$ cat config.mk
export PLATFORM = sky130hd
export DESIGN_NAME = frame_crc16
export DESIGN_NICKNAME = d
export VERILOG_FILES = /design/src/rtl/crc_pkg.sv /design/src/rtl/crc_lfsr.sv /design/src/rtl/fecf_encoder.sv /design/src/rtl/fecf_checker.sv /design/src/rtl/frame_crc16.sv
export SDC_FILE = /design/constraint.sdc
export NUM_CORES = 1
export LEC_CHECK = 0
export BUFFER_PORTS_ARGS = -buffer_cell sky130_fd_sc_hd__buf_4
export CAP_MARGIN = 20
export CORE_MARGIN = 2
export CORE_UTILIZATION = 51
export CTS_BUF_LIST = sky130_fd_sc_hd__clkbuf_8
export DETAILED_ROUTE_END_ITERATION = 12
export GPL_ROUTABILITY_DRIVEN = 0
export PLACE_DENSITY_LB_ADDON = 0.12
export SLEW_MARGIN = 20
export SYNTH_ARGS = -nofsm -noshare
export SYNTH_HDL_FRONTEND = slang
export SYNTH_SLANG_ARGS = --single-unit
$ cat constraint.sdc
create_clock -name clk_i -period 2.4 [get_ports clk_i]
set_input_delay 0.12 -clock clk_i [delete_from_list [all_inputs] [get_ports clk_i]]
set_output_delay 0.12 -clock clk_i [all_outputs]
set_load 0.005 [all_outputs]
$ cat src/rtl/crc_pkg.sv
package crc_pkg;
  localparam int unsigned CRC_W_DEF = 16;
  localparam logic [15:0] CRC_POLY_DEF = 16'h1021;

  typedef enum logic {
    PH_DATA = 1'b0,
    PH_FECF = 1'b1
  } enc_phase_e;
endpackage

$ cat src/rtl/crc_lfsr.sv
module crc_lfsr #(
  parameter int unsigned W = 16,
  parameter logic [W-1:0] POLY = 16'h1021,
  parameter bit PRESET_ONES = 1'b1
) (
  input  logic         clk_i,
  input  logic         rst_ni,
  input  logic         load_i,
  input  logic         shift_i,
  input  logic         bit_i,
  input  logic         zero_fb_i,
  output logic [W-1:0] state_o
);
  localparam logic [W-1:0] PRESET = PRESET_ONES ? {W{1'b1}} : {W{1'b0}};

  logic [W-1:0] q, base, stepped, d;
  logic         fb;

  // load and shift together: step from the preset
  always_comb begin
    base    = load_i ? PRESET : q;
    fb      = !zero_fb_i && (bit_i ^ base[W-1]);
    stepped = {base[W-2:0], 1'b0} ^ (fb ? POLY : {W{1'b0}});
    d       = shift_i ? stepped : base;
  end

  always_ff @(posedge clk_i or negedge rst_ni) begin
    if (!rst_ni) q <= PRESET;
    else         q <= d;
  end

  assign state_o = q;

  AST_PRESET_LOAD: assert property (@(posedge clk_i) disable iff (!rst_ni)
    load_i && !shift_i |=> q == PRESET);
endmodule

$ cat src/rtl/fecf_encoder.sv
module fecf_encoder
  import crc_pkg::*;
#(
  parameter int unsigned W = 16,
  parameter logic [W-1:0] POLY = 16'h1021,
  parameter bit PRESET_ONES = 1'b1
) (
  input  logic clk_i,
  input  logic rst_ni,
  input  logic sof_i,
  input  logic valid_i,
  input  logic data_i,
  input  logic last_i,
  output logic ready_o,
  output logic out_valid_o,
  output logic out_data_o,
  output logic out_last_o,
  input  logic out_ready_i,
  output logic busy_o
);
  localparam int unsigned CNT_W = $clog2(W);
  localparam logic [CNT_W-1:0] CNT_END = CNT_W'(W - 1);

  enc_phase_e       phase_q;
  logic [CNT_W-1:0] cnt_q;
  logic [W-1:0]     state;
  logic             in_fire, fecf_fire, fecf_end;

  assign busy_o      = (phase_q == PH_FECF);
  assign ready_o     = !sof_i && !busy_o && out_ready_i;
  assign out_valid_o = !sof_i && (busy_o || valid_i);
  assign out_data_o  = busy_o ? state[W-1] : data_i;
  assign out_last_o  = busy_o && (cnt_q == CNT_END);

  assign in_fire   = valid_i && ready_o;
  assign fecf_fire = busy_o && out_ready_i && !sof_i;
  assign fecf_end  = fecf_fire && (cnt_q == CNT_END);

  crc_lfsr #(.W(W), .POLY(POLY), .PRESET_ONES(PRESET_ONES)) u_lfsr (
    .clk_i     (clk_i),
    .rst_ni    (rst_ni),
    .load_i    (sof_i || fecf_end),
    .shift_i   (in_fire || (fecf_fire && !fecf_end)),
    .bit_i     (data_i),
    .zero_fb_i (busy_o),
    .state_o   (state)
  );

  always_ff @(posedge clk_i or negedge rst_ni) begin
    if (!rst_ni) begin
      phase_q <= PH_DATA;
      cnt_q   <= '0;
    end else if (sof_i) begin
      phase_q <= PH_DATA;
      cnt_q   <= '0;
    end else if (in_fire && last_i) begin
      phase_q <= PH_FECF;
      cnt_q   <= '0;
    end else if (fecf_fire) begin
      if (fecf_end) phase_q <= PH_DATA;
      cnt_q <= fecf_end ? '0 : cnt_q + 1'b1;
    end
  end

  AST_FECF_STALL: assert property (@(posedge clk_i) disable iff (!rst_ni)
    busy_o && !out_ready_i && !sof_i |=> busy_o && out_valid_o && $stable(out_data_o));
  AST_BUSY_ENTRY: assert property (@(posedge clk_i) disable iff (!rst_ni)
    $rose(busy_o) |-> $past(in_fire && last_i));
  AST_SOF_ABORT: assert property (@(posedge clk_i) disable iff (!rst_ni)
    sof_i |=> !busy_o);
  AST_FECF_DRAINED: assert property (@(posedge clk_i) disable iff (!rst_ni)
    busy_o && cnt_q == CNT_END |-> state[W-2:0] == '0);
endmodule

$ cat src/rtl/fecf_checker.sv
module fecf_checker #(
  parameter int unsigned W = 16,
  parameter logic [W-1:0] POLY = 16'h1021,
  parameter bit PRESET_ONES = 1'b1
) (
  input  logic clk_i,
  input  logic rst_ni,
  input  logic sof_i,
  input  logic valid_i,
  input  logic data_i,
  input  logic last_i,
  output logic ready_o,
  output logic done_o,
  output logic err_o
);
  logic [W-1:0] state;
  logic         fire, fin_q;

  assign ready_o = !sof_i;
  assign fire    = valid_i && !sof_i;

  // register holds the syndrome in the cycle after the final bit
  crc_lfsr #(.W(W), .POLY(POLY), .PRESET_ONES(PRESET_ONES)) u_lfsr (
    .clk_i     (clk_i),
    .rst_ni    (rst_ni),
    .load_i    (sof_i || fin_q),
    .shift_i   (fire),
    .bit_i     (data_i),
    .zero_fb_i (1'b0),
    .state_o   (state)
  );

  always_ff @(posedge clk_i or negedge rst_ni) begin
    if (!rst_ni) fin_q <= 1'b0;
    else         fin_q <= fire && last_i;
  end

  assign done_o = fin_q;
  assign err_o  = fin_q && (state != '0);

  AST_DONE_AFTER_LAST: assert property (@(posedge clk_i) disable iff (!rst_ni)
    done_o |-> $past(valid_i && ready_o && last_i));
  AST_ERR_WITH_DONE: assert property (@(posedge clk_i) disable iff (!rst_ni)
    err_o |-> done_o);
endmodule

$ cat src/rtl/frame_crc16.sv
module frame_crc16
  import crc_pkg::*;
#(
  parameter int unsigned W = CRC_W_DEF,
  parameter logic [W-1:0] POLY = CRC_POLY_DEF,
  parameter bit PRESET_ONES = 1'b1
) (
  input  logic clk_i,
  input  logic rst_ni,
  input  logic enc_sof_i,
  input  logic enc_valid_i,
  input  logic enc_data_i,
  input  logic enc_last_i,
  output logic enc_ready_o,
  output logic enc_out_valid_o,
  output logic enc_out_data_o,
  output logic enc_out_last_o,
  input  logic enc_out_ready_i,
  output logic enc_busy_o,
  input  logic chk_sof_i,
  input  logic chk_valid_i,
  input  logic chk_data_i,
  input  logic chk_last_i,
  output logic chk_ready_o,
  output logic chk_done_o,
  output logic chk_err_o
);
  fecf_encoder #(.W(W), .POLY(POLY), .PRESET_ONES(PRESET_ONES)) u_enc (
    .clk_i       (clk_i),
    .rst_ni      (rst_ni),
    .sof_i       (enc_sof_i),
    .valid_i     (enc_valid_i),
    .data_i      (enc_data_i),
    .last_i      (enc_last_i),
    .ready_o     (enc_ready_o),
    .out_valid_o (enc_out_valid_o),
    .out_data_o  (enc_out_data_o),
    .out_last_o  (enc_out_last_o),
    .out_ready_i (enc_out_ready_i),
    .busy_o      (enc_busy_o)
  );

  fecf_checker #(.W(W), .POLY(POLY), .PRESET_ONES(PRESET_ONES)) u_chk (
    .clk_i   (clk_i),
    .rst_ni  (rst_ni),
    .sof_i   (chk_sof_i),
    .valid_i (chk_valid_i),
    .data_i  (chk_data_i),
    .last_i  (chk_last_i),
    .ready_o (chk_ready_o),
    .done_o  (chk_done_o),
    .err_o   (chk_err_o)
  );

  AST_BUSY_BLOCKS_INPUT: assert property (@(posedge clk_i) disable iff (!rst_ni)
    enc_busy_o && enc_valid_i |=> $stable(enc_busy_o) || $past(enc_sof_i || enc_out_ready_i));
endmodule

==> results.py <==
metrics = {
    "status": {
        "status": "completed",
    },
    "power": {
        "clkPwrFrac": 0.448,
        "intPower_mw": 1.18,
        "seqPwrFrac": 0.467,
        "comb_power_share": 0.085,
        "peakVddDrop_mv": 0.444,
        "p_sw_mw": 0.321,
        "switching_share": 0.214,
        "leakagePower_nw": 0.931,
        "cellPowerDensity_mw_per_mm2": 713,
        "power_mw": 1.50,
    },
    "clock_tree": {
        "cts_resized": 0,
        "clock-root-buffer": "clkbuf_8",
        "clock_latency_ps": 290,
        "htree_levels": 2,
        "numCtsBuffers": 5,
        "cts_sinks": 38,
        "post-cts-setup-buffers": 0,
        "clockBufferDepth": 2,
        "path_clk_slew_ps": 80,
        "cts_tree": "done",
    },
    "sta": {
        "rsz0062_at_grt": "false",
        "fmax_mhz": 554,
        "slew-limit-headroom": 0.476,
        "setup_viol": 0,
        "finalCritPeriodShare": 0.752,
        "worst_clock_skew_ps": 5.88,
        "timing.hold.ws_ps": 57.1,
        "drv_slew": 0,
        "hold_viol": 0,
        "final.min_clock_period_ps": 1810,
        "setup-tns-final_ps": 0,
        "worst_pin_slew_ps": 784,
    },
    "logic_synthesis": {
        "synth_top_cell_area_share": 0.464,
        "synth-edff-count": 0,
        "syn_nets": 192,
        "syn_inst": 180,
        "synth_area_leader_cell": "dfstp_2",
        "synth-seq-cells": 38,
        "syn-cell-area_mm2": 0.00181,
        "yosysWarnings": 0,
        "synth_common_cells": "nand2_1, dfstp_2, nand3_1, mux2i_1, nor4_1",
        "yosysSeqAreaShare": 0.547,
        "ys_top_cells_by_area": "dfstp_2, nand2_1, dfrtp_1, mux2i_1, nand3_1",
        "syn_area_per_cell_um2": 10.1,
        "yosysMostFrequentCell": "nand2_1",
        "dominantRegCellSynth": "dfstp_2",
        "synth_cell_types": 38,
        "async_reset_ff_frac": 1.00,
    },
    "flow_run": {
        "drv_cap": 0,
    },
    "placed_design": {
        "hpwl_mm": 2.29,
        "portBuffers": 18,
        "dp_cells": 234,
    },
    "global_route": {
        "grt_pass1_wl_mm": 6.00,
        "grt_max_degree": 39,
        "grt_pass1_vias": 1272,
        "antenna_found_initial": 0,
        "grt_use_total": 0.191,
        "gr-total-overflow": 0,
    },
    "final_layout": {
        "nets": 208,
        "area_delta_synth_final_pct": 16.2,
        "num_antenna_cells": 0,
        "layout-drive-gt1-share": 0.320,
        "finalNonFillerCells": 243,
    },
    "floorplanning": {
        "dieArea_mm2": 0.00404,
        "initial_core_util": 0.539,
        "row_count": 21,
        "die_h_um": 63.6,
        "coreArea_mm2": 0.00336,
        "io_pins": 19,
        "die_x_um": 63.6,
    },
    "detailed_routing": {
        "via_per_inst": 5.53,
        "ant_nets": 0,
        "drc_errors": 0,
        "drtIter0Drc": 111,
        "wl_per_cell_um": 13.9,
        "wirelength_mm": 3.37,
        "first_pass_iters": 4,
        "via_count": 1344,
    },
    "critical_path": {
        "cp_slowest_cell": "dfrtp_1",
        "start_kind": "register",
        "end_kind": "register",
        "worstPathRequired_ps": 2630,
        "crit_fanout": 16,
        "critPathMaxStageDelay_ps": 610,
        "crit_path_cell_trace": "o21ba_2 -> nand3_1 -> a21o_1 -> o22a_1",
        "cp_data_arrival_time_ps": 2030,
        "crit_type": "reg -> reg",
    },
    "min_path": {
        "hp-class": "in -> reg",
    },
}
critical path: cells and delay by family (launching register included):
family,cells,cell delay [ps]
AND/OR/NAND/NOR,1,400
AO/OA/AOI/OAI,3,730
flip-flops,1,610
flip-flops by register name, indices dropped and copies added, names as in the netlist:
signal / flops
u_chk.u_lfsr.state_o: 16
u_enc.u_lfsr.state_o: 16
u_enc.cnt_q: 4
u_chk.done_o: 1
u_enc.busy_o: 1
worst paths after layout:
check | from | to | slack, ps | cells past startpoint
min reg2reg | u_enc.u_lfsr.state_o[1]$_DFF_PN1_ | u_enc.u_lfsr.state_o[1]$_DFF_PN1_ | 480 | 2
max | u_enc.busy_o$_DFFE_PN0P_ | u_enc.u_lfsr.state_o[12]$_DFF_PN1_ | 590 | 4
min in group asynchronous | rst_ni | u_chk.done_o$_DFF_PN0_ | 320 | 2
max reg2reg | u_enc.busy_o$_DFFE_PN0P_ | u_enc.u_lfsr.state_o[12]$_DFF_PN1_ | 590 | 4
max in group asynchronous | rst_ni | u_enc.u_lfsr.state_o[2]$_DFF_PN1_ | 1720 | 2
min | enc_sof_i | u_enc.cnt_q[3]$_DFFE_PN0P_ | 60 | 2
cell families after synthesis:
logic type,count (synthesis),share of synthesized area
xor gates and xnor gates,3,0.0145
and+or+nand+nor,90,0.236
buffers and inverters,14,0.0394
AOI/OAI and AO/OA,20,0.0780
adders and majority gates,1,0.00690
muxes,14,0.0780
DFF,38,0.547
power by group through the flow:
| stage | registers [mW] | clock network [mW] | logic [mW] |
|---|---|---|---|
| after global placement | 0.710 | 0 | 0.123 |
| after detailed placement | 0.711 | 0 | 0.128 |
| after CTS | 0.701 | 0.689 | 0.129 |
| after global routing | 0.706 | 0.719 | 0.144 |
| final | 0.701 | 0.673 | 0.127 |
| after floorplan | 0.703 | 0 | 0.0849 |
layer usage:
layer | track usage | wire, µm | up-vias
met5 | 0 | 0 | -
met3 | 0.0661 | 138 | 4
met1 | 0.242 | 1520 | 657
li1 | - | - | 656
met2 | 0.304 | 1680 | 27
met4 | 0.0679 | 33 | 0
metrics by stage:
step	worst slack [ps]	utilization	cell area, µm²
CTS	594	0.626	2100
floorplan	890	-	1810
global route	400	0.626	2100
global placement	674	0.580	1950
finish	595	0.626	2100
detailed placement	615	0.580	1950
what timing repair did:
item,in CTS,in global routing
hold buffers,1,0
setup endpoints to repair,0,0
endpoints found under the hold margin,6,0
layout make-up:
class / instances / area [µm²]
Clock inverter: 2 / 60.1
Inverter: 3 / 11.3
Sequential cell: 38 / 991
Clock buffer: 6 / 82.6
Fill cell: 287 / 1260
Multi-Input combinational cell: 128 / 749
Timing Repair Buffer: 20 / 153
Tap cell: 46 / 57.6
layout by cell type (no fill, tap or decap):
cell type,instances
nor3_1,6
a21oi_1,3
a211oi_1,3
nand4_1,1
buf_4,19
nor3b_1,2
o21ba_2,1
nor4_1,7
and2_1,1
bufinv_16,2
dfstp_2,32
a21o_1,1
nand3_1,14
dlygate4sd3_1,1
xor2_1,2
or3b_4,1
nor3_2,1
o21ai_0,3
o22a_1,1
mux2i_1,13
mux2_2,1
a32oi_1,1
ha_1,1
a31oi_1,2
and3_1,4
xnor2_1,1
o211a_1,1
nand3b_1,1
a41oi_1,1
clkbuf_8,6
nand2_1,45
inv_1,3
o21ai_1,1
nand4b_1,1
nor2_1,5
a2bb2oi_1,2
dfrtp_1,6
nor2b_1,1
(Power assumes the default switching activity.)
